File: config.mk
export PLATFORM = sky130hd
export DESIGN_NAME = sfr_overlay_ram
export DESIGN_NICKNAME = d
export VERILOG_FILES = /design/src/rtl/sfr_pkg.sv /design/src/rtl/sfr_sync.sv /design/src/rtl/sfr_ram.sv /design/src/rtl/sfr_ctrl.sv /design/src/rtl/sfr_overlay_ram.sv
export SDC_FILE = /design/constraint.sdc
export NUM_CORES = 1
export LEC_CHECK = 0
export BUFFER_PORTS_ARGS = -buffer_cell sky130_fd_sc_hd__buf_4
export CORE_ASPECT_RATIO = 1.2
export CORE_UTILIZATION = 30
export CTS_BUF_LIST = sky130_fd_sc_hd__clkbuf_4 sky130_fd_sc_hd__clkbuf_8
export CTS_CLUSTER_DIAMETER = 150
export DETAILED_ROUTE_END_ITERATION = 10
export HOLD_SLACK_MARGIN = 0.05
export PLACE_DENSITY = 0.53
export SKIP_LAST_GASP = 1
export SLEW_MARGIN = 20
export SYNTH_ARGS = -nofsm -noshare
export SYNTH_HDL_FRONTEND = slang
export SYNTH_HIERARCHICAL = 1
export SYNTH_SLANG_ARGS = --single-unit
File: constraint.sdc
create_clock -name clk -period 1.9 [get_ports clk]
set_input_delay 0.095 -clock clk [delete_from_list [all_inputs] [get_ports clk]]
set_output_delay 0.095 -clock clk [all_outputs]
set_load 0.02 [all_outputs]
File: src/rtl/sfr_pkg.sv
package sfr_pkg;

    // Kind of word being returned on the read port in the current cycle
    typedef enum logic [1:0] {
        RSP_IDLE = 2'd0,
        RSP_RAM  = 2'd1,
        RSP_IN   = 2'd2,
        RSP_OUT  = 2'd3
    } rsp_state_e;

endpackage

File: src/rtl/sfr_sync.sv
module sfr_sync #(
    parameter int WIDTH  = 2,
    parameter int STAGES = 2
) (
    input  logic             clk,
    input  logic             rst_n,
    input  logic [WIDTH-1:0] din,
    output logic [WIDTH-1:0] dout
);

    logic [WIDTH-1:0] chain [STAGES];

    for (genvar g = 0; g < STAGES; g++) begin : g_stage
        if (g == 0) begin : g_first
            always_ff @(posedge clk or negedge rst_n) begin
                if (!rst_n) chain[g] <= '0;
                else        chain[g] <= din;
            end
        end else begin : g_next
            always_ff @(posedge clk or negedge rst_n) begin
                if (!rst_n) chain[g] <= '0;
                else        chain[g] <= chain[g-1];
            end
        end
    end

    assign dout = chain[STAGES-1];

endmodule

File: src/rtl/sfr_ram.sv
module sfr_ram #(
    parameter int ADDR_W = 6,
    parameter int DATA_W = 16
) (
    input  logic              clk,
    input  logic              rst_n,
    input  logic [ADDR_W-1:0] addr,
    input  logic              wr_en,
    input  logic              rd_en,
    input  logic [DATA_W-1:0] wdata,
    input  logic              ub_n,
    input  logic              lb_n,
    output logic [DATA_W-1:0] rd_q
);

    localparam int DEPTH = 1 << ADDR_W;
    localparam int HALF  = DATA_W / 2;

    logic [DATA_W-1:0] mem [DEPTH];

    // Byte-lane write; the read samples the word before this edge's write
    always_ff @(posedge clk) begin
        if (wr_en && !lb_n) mem[addr][HALF-1:0]      <= wdata[HALF-1:0];
        if (wr_en && !ub_n) mem[addr][DATA_W-1:HALF] <= wdata[DATA_W-1:HALF];
    end

    always_ff @(posedge clk or negedge rst_n) begin
        if (!rst_n)     rd_q <= '0;
        else if (rd_en) rd_q <= mem[addr];
    end

endmodule

File: src/rtl/sfr_ctrl.sv
module sfr_ctrl
    import sfr_pkg::*;
#(
    parameter int ADDR_W = 6,
    parameter int DATA_W = 16,
    parameter int IN_W   = 2,
    parameter int OUT_W  = 5
) (
    input  logic              clk,
    input  logic              rst_n,
    input  logic              feat_en_n,
    input  logic [ADDR_W-1:0] addr,
    input  logic              wr_en,
    input  logic              rd_en,
    input  logic [OUT_W-1:0]  wdata_lo,
    input  logic              ub_n,
    input  logic              lb_n,
    input  logic [IN_W-1:0]   in_sync,
    input  logic [DATA_W-1:0] ram_q,
    output logic [DATA_W-1:0] rdata,
    output logic [OUT_W-1:0]  out_drv
);

    localparam int HALF = DATA_W / 2;
    localparam logic [ADDR_W-1:0] ADDR_IN  = '0;
    localparam logic [ADDR_W-1:0] ADDR_OUT = ADDR_W'(1);

    rsp_state_e        state, nxt;
    logic              sel_in, sel_out, odr_load;
    logic [IN_W-1:0]   in_snap;
    logic [OUT_W-1:0]  out_snap;
    logic              lane_lo, lane_hi;
    logic [DATA_W-1:0] word;

    assign sel_in   = !feat_en_n && (addr == ADDR_IN);
    assign sel_out  = !feat_en_n && (addr == ADDR_OUT);
    assign odr_load = wr_en && sel_out && !lb_n;

    // Next response kind
    always_comb begin
        if (!rd_en)       nxt = RSP_IDLE;
        else if (sel_in)  nxt = RSP_IN;
        else if (sel_out) nxt = RSP_OUT;
        else              nxt = RSP_RAM;
    end

    // State register
    always_ff @(posedge clk or negedge rst_n) begin
        if (!rst_n) state <= RSP_IDLE;
        else        state <= nxt;
    end

    // Snapshots taken with the read request (before any same-cycle write)
    always_ff @(posedge clk or negedge rst_n) begin
        if (!rst_n) begin
            in_snap  <= '0;
            out_snap <= '0;
            lane_lo  <= 1'b0;
            lane_hi  <= 1'b0;
        end else if (rd_en) begin
            in_snap  <= in_sync;
            out_snap <= out_drv;
            lane_lo  <= !lb_n;
            lane_hi  <= !ub_n;
        end
    end

    // Output drive register
    always_ff @(posedge clk or negedge rst_n) begin
        if (!rst_n)        out_drv <= '0;
        else if (odr_load) out_drv <= wdata_lo;
    end

    // Output word assembly
    always_comb begin
        word = ram_q;
        unique case (state)
            RSP_IDLE: word = '0;
            RSP_RAM:  word = ram_q;
            RSP_IN:   word[IN_W-1:0]  = in_snap;
            RSP_OUT:  word[OUT_W-1:0] = out_snap;
        endcase
        if (!lane_lo) word[HALF-1:0]      = '0;
        if (!lane_hi) word[DATA_W-1:HALF] = '0;
        rdata = word;
    end

    AST_ODR_LOAD: assert property (@(posedge clk) disable iff (!rst_n)
        odr_load |=> (out_drv == $past(wdata_lo)));
    AST_ODR_HOLD: assert property (@(posedge clk) disable iff (!rst_n)
        !odr_load |=> $stable(out_drv));
    AST_IDLE_ZERO: assert property (@(posedge clk) disable iff (!rst_n)
        !rd_en |=> (rdata == '0));
    AST_PLAIN_RD: assert property (@(posedge clk) disable iff (!rst_n)
        (rd_en && feat_en_n) |=> (state == RSP_RAM));

endmodule

File: src/rtl/sfr_overlay_ram.sv
module sfr_overlay_ram #(
    parameter int ADDR_W      = 6,
    parameter int DATA_W      = 16,
    parameter int IN_W        = 2,
    parameter int OUT_W       = 5,
    parameter int SYNC_STAGES = 2
) (
    input  logic              clk,
    input  logic              rst_n,
    input  logic              feat_en_n,
    input  logic [ADDR_W-1:0] addr,
    input  logic              wr_en,
    input  logic              rd_en,
    input  logic [DATA_W-1:0] wdata,
    input  logic              ub_n,
    input  logic              lb_n,
    output logic [DATA_W-1:0] rdata,
    input  logic [IN_W-1:0]   in_pins,
    output logic [OUT_W-1:0]  out_drv
);

    logic [IN_W-1:0]   in_sync;
    logic [DATA_W-1:0] ram_q;

    sfr_sync #(.WIDTH(IN_W), .STAGES(SYNC_STAGES)) u_sync (
        .clk  (clk),
        .rst_n(rst_n),
        .din  (in_pins),
        .dout (in_sync)
    );

    sfr_ram #(.ADDR_W(ADDR_W), .DATA_W(DATA_W)) u_ram (
        .clk  (clk),
        .rst_n(rst_n),
        .addr (addr),
        .wr_en(wr_en),
        .rd_en(rd_en),
        .wdata(wdata),
        .ub_n (ub_n),
        .lb_n (lb_n),
        .rd_q (ram_q)
    );

    sfr_ctrl #(.ADDR_W(ADDR_W), .DATA_W(DATA_W), .IN_W(IN_W), .OUT_W(OUT_W)) u_ctrl (
        .clk      (clk),
        .rst_n    (rst_n),
        .feat_en_n(feat_en_n),
        .addr     (addr),
        .wr_en    (wr_en),
        .rd_en    (rd_en),
        .wdata_lo (wdata[OUT_W-1:0]),
        .ub_n     (ub_n),
        .lb_n     (lb_n),
        .in_sync  (in_sync),
        .ram_q    (ram_q),
        .rdata    (rdata),
        .out_drv  (out_drv)
    );

endmodule

==> results of run 1 <==
[state kept, by name (all words and copies together), names as in the netlist]
name / count
u_ctrl/in_snap: 2
u_ctrl/out_snap: 5
u_ram/mem: 1024
u_ctrl/lane_lo: 1
u_ctrl/lane_hi: 1
u_sync/chain: 2
u_ctrl/state: 2
u_ram/rd_q: 16
u_sync/dout: 2
u_ctrl/out_drv: 5
[Yosys cell counts (all sizes together) (15+ instances only)]
cell	count
mux2i	182
o22ai	45
mux2	70
edfxtp	1024
a221o	15
nor2	181
o21ai	68
dfrtp	36
a22oi	99
mux4	67
nand2	75
nand3	26
a21oi	60
and2	17
a221oi	70
buf	103
clkbuf	47
[layout make-up]
class                      instances  area share
inverter                           7   0.0005013
clock inverter                    69    0.007329
tap                             1812     0.04326
timing repair buffer             610      0.1088
clock buffer                     245     0.05693
multi-input combinational       1130      0.1788
antenna                            9   0.0004297
sequential                      1060      0.6039
[worst max-delay path, cell delays in order (launching register included)]
cell,delay [ps]
dfrtp_1,390
inv_2,70
ha_4,170
nor2b_4,130
buf_12,160
and2_4,190
buf_6,120
[cell families (layout without fill, tap and decap cells)]
group,after synthesis,count (layout)
AOI/OAI and AO/OA,459,459
other,0,9
muxes,319,319
and+or+nand+nor,348,348
buffers and inverters,157,931
DFF,1060,1060
adders and majority gates,4,4
[routing by layer]
layer  vias up  global-route usage
met3       254             0.03628
li1      10840                   -
met1     13270              0.2365
met5         -                   0
met4         0             0.07098
met2      1078              0.3241
[stage by stage]
stage / util / setup slack (ps)
after global placement: 0.3516 / -540.9
after detailed placement: 0.3516 / -546.9
after CTS: 0.3804 / -400.9
final: 0.3815 / -347.5
after floorplan: - / -64.14
after global routing: 0.3814 / -446.0
[worst min path at each step]
stage	from	cells after the start	end
floorplan	rst_n	0	u_ctrl/in_snap[0]
global placement	rst_n	1	u_sync/dout[0]
detailed placement	rst_n	1	u_sync/chain[3]
CTS	addr[1]	5	u_ram/rd_q[7]
global route	addr[1]	5	u_ram/rd_q[7]
finish	addr[4]	6	u_ram/mem[35][5]
[power by group through the flow]
stage	Sequential [W]	Combinational [W]	Clock [W]
5_1_grt	0.0259	0.00389	0.0208
3_5_place_dp	0.0264	0.00355	0
4_1_cts	0.0259	0.00370	0.0198
3_3_place_gp	0.0264	0.00352	0
2_1_floorplan	0.0263	0.00145	0
6_report	0.0259	0.00374	0.0194
[what timing repair did]
action	4_1_cts	5_1_grt
setup buffers	1	1
gates cloned	0	0
pin swaps	15	23
resized for setup	58	33
hold endpoints to repair	1098	0
hold buffers	37	0
endpoints found under the setup margin	25	28
==> results.yml, run 1 <==
outcome:
  run_status: "finished with violations"
  failed_checks: "negative setup slack"
drt:
  detail_route.wirelength_mm: 133.4
  drtAntennaViolNets: 0
  wl_met3_mm: 8.818
  route.detailed.vias_per_inst: 5.148
  maxUsedRoutingLayer: "met4"
  wl_per_cell_um: 27.00
  wl_met2_mm: 66.95
  drt_iter0_drc: 2644
  drc_errors: 0
  via_count: 25440
  first_pass_iteration_count_of_the_detailed_router: 6
  met1Wirelength_mm: 53.13
power_and_ir_drop:
  p_sw_frac: 0.2362
  power_frac_comb: 0.076
  seqPwrFrac: 0.528
  p_int_w: 0.03747
  clock_power_share: 0.396
  power.net_switching_w: 0.01159
  power_density_nw_per_um2: 935.9
  worst_ir_drop_vdd_v: 0.0005367
  power.static_leakage_nw: 18.04
  post-layout-total-power_w: 0.04905
sta:
  fin_ws_ps: -347.5
  fmax_mhz: 444.9
  grt_setup_unrepaired: "true"
  transition_time_of_the_tightest_slew_check_pin_ps: 853.0
  report.final.setup_viol: 17
  post_route_worst_hold_slack_ps: 110.6
  final-max-slew-violation-count: 0
  period_needed_ps: 2247
  hold_violations: 0
  final.setup.tns_ps: -4908
  finalCritPeriodShare: 1.183
  slew-limit-headroom: 0.4314
  timing.clock.skew_ps: 49.13
placed_design:
  port_buffers: 51
  placement.cell_area_um2: 48320
  placed_cells: 4583
  place.gp.congestion: 0.8805
  detailedPlacementHpwl_mm: 89.58
clocking:
  clock_sinks: 1060
  tritoncts_clock_tree: "built"
  cts_made_buffers: 176
  root_buffer: "clkbuf_8"
  clk_latency_ps: 890
  cts.reportedPaths.clkPinSlew_ps: 60
  clock_path_buffers: 3
  clock_tree.htree_level_count: 4
global_routing:
  via_count_of_the_first_global_routing_pass: 26450
  grt_first_pass_wirelength_mm: 190.8
  grt_remaining_overflow: 0
  globalRouteTotalUtil: 0.1897
  maximum_number_of_pins_on_one_net_before_global_route_repair: 66
  grt_antenna_before_repair: 3
yosys:
  synth_warnings: 6
  syn_area_per_cell_um2: 17.71
  postSynthCellCount: 2347
  most_area_consuming_cells_after_synthesis: "edfxtp_1 (74%), mux2i_1 (4.4%), mux4_2 (3.6%), dfrtp_1 (2.2%), mux2_2 (1.8%)"
  synth.cell_area_um2: 41550
  synth.ff_latch_count: 1060
  yosysSeqAreaShare: 0.7617
  ys_dominant_reg_cell: "edfxtp_1"
  synth-edff-count: 1024
  mappedNetlistNets: 2382
  async_reset_ff_frac: 0.03396
  netlist.top_cell.by_area: "edfxtp_1"
  synth_xor_area_frac: 0
  adder_cell_share_of_the_synthesized_area: 0.001204
  synth_top_family_by_area: "multiplexers"
  yosys.cell_types.count: 61
  synth_compound_gate_area_share: 0.07925
  post_synth_mux_area_share: 0.09921
  synth_top_area_share: 0.7400
  synth_simple_gate_area_frac: 0.03688
worst_setup_path:
  critical_path.endpoint: "rdata[13]"
  cp_data_required_time_ps: 1800
  rr_worst_depth: 6
  cp_max_fo: 8
  crit_path_start_kind: "flip-flop"
  setup.worst_path.end_class: "primary output"
  r2r-end: "u_ram/rd_q[5]"
  register_to_register_setup_slack_ps: -50
  timing_worst_setup_path_type: "reg2out"
  timing.critical_path.from: "u_ctrl/state[1]"
  startpoint_of_the_lowest_slack_register_to_register_path: "u_ram/mem[43][5]"
  cp_data_arrival_time_ps: 2150
layout:
  areaGrowthSynthToFinish_pct: 26.13
  nets: 3020
  layout.cells.most_common_list: "edfxtp_1 (1024), buf_4 (482), clkbuf_8 (183), mux2i_1 (179), nor2_1 (163)"
  seqCellArea_um2: 31650
  multi_input_area_um2: 9374
  layout-drive-gt1-share: 0.3444
  fillerInstances: 12640
  mostFrequentLayoutCell: "edfxtp_1"
  finish.instance_area_um2: 52410
  final_cell_count_no_fill: 4942
min_path:
  timing.hold.worst.class: "in2reg"
floorplan:
  chipWidth_um: 341.8
  placement_rows: 149
  area_enclosed_by_the_die_boundary_um2: 140000
  initial_core_util: 0.3024
  die_y_um: 409.7
  design.portCount: 52
  fp.coreArea_um2: 137400
flow_run:
  timing.max_cap.violations: 0
(Power assumes the default switching activity.)
==> run 2: changes to the inputs <==
CORE_ASPECT_RATIO = unset   (was 1.2)
clock period = 2.4 ns   (was 1.9 ns; I/O delays follow)
==> run 2 against run 1 <==
  * The flow now finishes without violations
  * Largest power group unchanged
  * Sequential share of layout area increased by 2.4 points
  * Routed wire length decreased by 1.4%
  * Highest routed layer unchanged
  * Cell count decreased by 3.8%
  * Register-to-register slack improved by 350 ps
  * Clock power decreased by 21%
  * Worst hold slack improved by 48 ps
  * Sequential power decreased by 21%
  * Combinational power decreased by 28%
  * Setup slack improved by 410 ps
  * Cell area decreased by 3.8%
  * Global-route usage decreased by 0.45 points
==> results.yml, run 2 (synthesis gave the netlist of run 1 again) <==
sta:
  fmax_mhz: 428.0
  report.final.setup_viol: 0
  transition_time_of_the_tightest_slew_check_pin_ps: 1131
  grt_setup_unrepaired: "false"
  final.setup.tns_ps: 0
  hold_violations: 0
  timing.clock.skew_ps: 32.94
  slew-limit-headroom: 0.2446
  period_needed_ps: 2336
  post_route_worst_hold_slack_ps: 158.8
  finalCritPeriodShare: 0.9735
  final-max-slew-violation-count: 0
clocking:
  clock_path_buffers: 3
  root_buffer: "clkbuf_8"
  clock_sinks: 1060
  clk_latency_ps: 870
  tritoncts_clock_tree: "built"
  cts.reportedPaths.clkPinSlew_ps: 70
  clock_tree.htree_level_count: 4
  cts_made_buffers: 165
worst_setup_path:
  rr_worst_depth: 6
  critical-path-top-delay-family: "simple AND/OR/NAND/NOR gates"
  crit_path_start_kind: "input port"
  cp_max_fo: 21
  timing_worst_setup_path_type: "in2reg"
  max_stage_delay_ps: 570
  critPathBufInv: 4
  path_cells: "dlygate4sd3_1 -> buf_8 -> buf_12 -> nand2_1 -> nor2_1 -> nand2_1 -> nor2_1 -> buf_4"
  r2r-end: "u_ram/rd_q[0]"
  setup.worst_path.end_class: "flip-flop"
  register_to_register_setup_slack_ps: 300
  slowest_stage: "dlygate4sd3_1"
  cp_data_arrival_time_ps: 2890
  startpoint_of_the_lowest_slack_register_to_register_path: "u_ram/mem[15][0]"
  cp_data_required_time_ps: 2960
drt:
  detail_route.wirelength_mm: 131.5
  drt_iter0_drc: 2745
  drtAntennaViolNets: 0
  via_count: 24990
  route.detailed.vias_per_inst: 5.258
  wl_met2_mm: 60.49
  drc_errors: 0
  met1Wirelength_mm: 54.05
  wl_per_cell_um: 27.67
  first_pass_iteration_count_of_the_detailed_router: 5
  maxUsedRoutingLayer: "met4"
  wl_met3_mm: 12.65
layout:
  mostFrequentLayoutCell: "edfxtp_1"
  max_flop_register: "u_ram/mem"
  nets: 2862
  layout-drive-gt1-share: 0.2847
  finish.utilization: 0.3666
  layout.cells.most_common_list: "edfxtp_1 (1024), buf_4 (377), mux2i_1 (182), nor2_1 (178), clkbuf_8 (167)"
  areaGrowthSynthToFinish_pct: 21.29
  reg.largest.list: "u_ram/mem (1024), u_ram/rd_q (16)"
  max_ffs_per_register: 1024
  final_cell_count_no_fill: 4753
global_routing:
  globalRouteTotalUtil: 0.1852
  maximum_number_of_pins_on_one_net_before_global_route_repair: 66
  grt_first_pass_wirelength_mm: 185.6
  grt_antenna_before_repair: 2
  via_count_of_the_first_global_routing_pass: 25070
  grt_remaining_overflow: 0
floorplan:
  initial_core_util: 0.3022
  chipWidth_um: 374.2
  fp.coreArea_um2: 137500
  area_enclosed_by_the_die_boundary_um2: 140000
  design.portCount: 52
  die_y_um: 374.2
  placement_rows: 136
placed_design:
  detailedPlacementHpwl_mm: 83.89
  port_buffers: 51
  place.gp.congestion: 0.8859
  placed_cells: 4409
min_path:
  hold_end: "u_ram/rd_q[5]"
  timing.hold.worst_path_depth: 5
  hold_path_startpoint: "addr[2]"
  timing.hold.worst.class: "in2reg"
power_and_ir_drop:
  worst_ir_drop_vdd_v: 0.0004992
  power.static_leakage_nw: 17.05
  power_density_nw_per_um2: 763.8
flow_run:
  timing.max_cap.violations: 0
outcome:
  run_status: "complete, no violations"
==> run 2: stage by stage <==
stage	instance area [um^2]	total power, W	worst slack (ps)
6_report	50400	0.03850	63.70
5_1_grt	50400	0.03963	16.67
4_1_cts	50380	0.03875	11.42
3_5_place_dp	46620	0.02345	-211.4
3_3_place_gp	46620	0.02342	-246.1
2_1_floorplan	41550	0.02199	410.8
==> run 2: how the worst max path moves through the flow <==
stage / to / cells past startpoint / startpoint
floorplan: u_ram/mem[10][10] / 8 / addr[1]
global placement: u_ram/mem[43][5] / 7 / addr[0]
detailed placement: u_ram/mem[43][5] / 7 / addr[0]
CTS: rdata[3] / 6 / u_ctrl/state[0]
global route: u_ram/rd_q[3] / 10 / addr[1]
finish: u_ram/mem[43][6] / 8 / addr[1]
==> run 2: metal layers <==
metal	global-route usage	up-vias
li1	-	10490
met1	0.2463	13010
met2	0.2876	1270
met3	0.05075	229
met4	0.07029	0
met5	0	-
==> run 2: report_power, final <==
part | internal [W] | switching (W) | total, W
sequential | 0.0204 | 0.0000786 | 0.0205
clock | 0.00818 | 0.00714 | 0.0153
combinational | 0.000975 | 0.00170 | 0.00268
==> run 2: area by class of cell <==
cell class	instances	area (um^2)
repair buffers	463	4103
fillers	12770	87090
clock buffers	213	2644
inverters	7	26.28
clock inverters	84	625.6
flip-flops and latches	1060	31650
well taps	1794	2245
diodes	2	5.005
multi-input cells	1130	9102
==> run 2: what timing repair did <==
action,in CTS,in global routing
gates resized for setup,12,4
hold endpoints to repair,1095,4
hold buffers,43,1
pin swaps,1,2
buffers inserted,2,0
setup endpoints to repair,9,13
==> run 2: worst reg2reg max path, stage by stage (launching register included) <==
cell and delay [ps]:
edfxtp_1 380, mux4_2 480, nand2_1 120, a21oi_1 180
a21oi_1 290, nand4_1 230, o32a_1 330
==> run 3: changes to the inputs <==
CORE_UTILIZATION = 45   (was 30)
PLACE_DENSITY = 0.69   (was 0.53)
RECOVER_POWER = 50   (was unset)
==> run 3 against run 2 <==
  * The flow now finishes with violations (max-capacitance violations, max-slew violations)
  * Cell count fell by 14%
  * Critical path depth fell by 2
  * Register-to-register slack got worse by 160 ps
  * Sequential power barely moved
  * Combinational power fell by 5%
  * Worst hold slack got worse by 17 ps
  * Total power fell by 1.8%
  * Sequential share of layout area rose by 1.7 points
==> results.yml, run 3 (synthesis gave the netlist of run 1 again) <==
outcome:
  run_status: "finished with violations"
  failed_checks: "max-capacitance violations, max-slew violations"
min_path:
  timing.hold.worst.class: "in2reg"
power_and_ir_drop:
  worst_ir_drop_vdd_v: 0.0009225
  power.static_leakage_nw: 16.78
  power_density_nw_per_um2: 770.3
sta:
  final-max-slew-violation-count: 261
  transition_time_of_the_tightest_slew_check_pin_ps: 1591
  fmax_mhz: 426.9
  grt_setup_unrepaired: "false"
  period_needed_ps: 2343
  timing.clock.skew_ps: 49.59
  finalCritPeriodShare: 0.9761
  slew-limit-headroom: -0.06065
  report.final.setup_viol: 0
  hold_violations: 0
  fin_ws_ps: 57.43
  final.setup.tns_ps: 0
floorplan:
  area_enclosed_by_the_die_boundary_um2: 93560
  die_y_um: 305.9
  fp.coreArea_um2: 91520
  design.portCount: 52
  chipWidth_um: 305.9
  initial_core_util: 0.4540
  placement_rows: 111
worst_setup_path:
  cp_data_arrival_time_ps: 2220
  cp_data_required_time_ps: 2280
  cp_max_fo: 8
  timing_worst_setup_path_type: "reg2out"
  crit_path_start_kind: "flip-flop"
  setup.worst_path.end_class: "primary output"
global_routing:
  grt_first_pass_wirelength_mm: 172.6
  globalRouteTotalUtil: 0.2556
  grt_remaining_overflow: 0
  maximum_number_of_pins_on_one_net_before_global_route_repair: 66
  via_count_of_the_first_global_routing_pass: 25490
  grt_antenna_before_repair: 2
placed_design:
  placed_cells: 3765
  detailedPlacementHpwl_mm: 75.71
  placement.setup.worst_slack_ps: -66.43
  placement.cell_area_um2: 45520
  place.gp.congestion: 0.9452
  port_buffers: 51
clocking:
  cts_made_buffers: 158
  clock_tree.htree_level_count: 4
  cts.reportedPaths.clkPinSlew_ps: 70
  clk_latency_ps: 830
  tritoncts_clock_tree: "built"
  clock_path_buffers: 3
  post-cts-setup-buffers: 0
  root_buffer: "clkbuf_8"
  clock_sinks: 1060
drt:
  detail_route.wirelength_mm: 120.2
  drtAntennaViolNets: 0
  drc_errors: 0
  via_count: 25290
  wl_per_cell_um: 29.38
  drt_iter0_drc: 3433
  first_pass_iteration_count_of_the_detailed_router: 7
  route.detailed.vias_per_inst: 6.184
flow_run:
  timing.max_cap.violations: 4
layout:
  final_cell_count_no_fill: 4090
  max_ffs_per_register: 1024
  finish.utilization: 0.5364
  nets: 2815
  max_flop_register: "u_ram/mem"
  mostFrequentLayoutCell: "edfxtp_1"
  finish.instance_area_um2: 49090
  layout.cells.most_common_list: "edfxtp_1 (1024), buf_4 (326), mux2i_1 (182), nor2_1 (178), clkbuf_8 (168)"
  areaGrowthSynthToFinish_pct: 18.13
  layout-drive-gt1-share: 0.2767
  reg.largest.list: "u_ram/mem (1024), u_ram/rd_q (16)"
  fillerInstances: 6998
run 3: worst paths after layout:
| check | cells after the start | startpoint | endpoint | slack, ps |
|---|---|---|---|---|
| min in group asynchronous | 4 | rst_n | u_ctrl/lane_lo | 690 |
| min | 5 | addr[4] | u_ram/rd_q[7] | 140 |
| max reg2reg | 5 | u_ram/mem[47][5] | u_ram/rd_q[5] | 140 |
| max in group asynchronous | 4 | rst_n | u_ram/rd_q[8] | 1020 |
| min reg2reg | 0 | u_sync/chain[3] | u_sync/dout[1] | 350 |
| max | 6 | u_ctrl/state[1] | rdata[9] | 60 |
run 3: worst max-delay path: stages (launching register included):
cell and delay [ps]:
dfrtp_1 410, inv_1 110, ha_4 180, nor2b_2 130, buf_6 180, and2_2 220
buf_4 160
run 3: timing repair:
action | in CTS | in global routing
resized for setup | 1 | 15
setup endpoints to repair | 8 | 11
hold buffers | 41 | 1
pin swaps | 0 | 0
endpoints found under the hold margin | 1095 | 4
run 3: layout make-up:
class / count / area (um^2) / share of cell area
Antenna cell: 2 / 5.005 / 0.0001020
Clock inverter: 57 / 416.7 / 0.008488
Tap cell: 1186 / 1484 / 0.03023
Timing Repair Buffer: 423 / 3669 / 0.07473
Sequential cell: 1060 / 31650 / 0.6447
Multi-Input combinational cell: 1130 / 9099 / 0.1853
Clock buffer: 225 / 2740 / 0.05582
Inverter: 7 / 26.28 / 0.0005352
run 3: power by group:
part | total [W] | internal [W] | switching (W)
logic | 0.00254 | 0.000908 | 0.00163
registers | 0.0205 | 0.0204 | 0.0000732
clock network | 0.0148 | 0.00790 | 0.00687
total | 0.0378 | 0.0292 | 0.00857
run 3: layer usage:
metal / up-vias / part of all wire / track usage
li1: 10380 / - / -
met1: 12760 / 0.37 / 0.3368
met2: 1816 / 0.47 / 0.4008
met3: 344 / 0.12 / 0.06394
met4: 0 / 0.043 / 0.1173
met5: - / 0 / 0
run 3: metrics by stage:
stage	hold slack, ps	power, W
after detailed placement	142.1	0.02328
after floorplan	-175.6	0.02199
after global routing	141.3	0.03886
final	142.2	0.03781
after CTS	68.24	0.03789
after global placement	134.1	0.02323
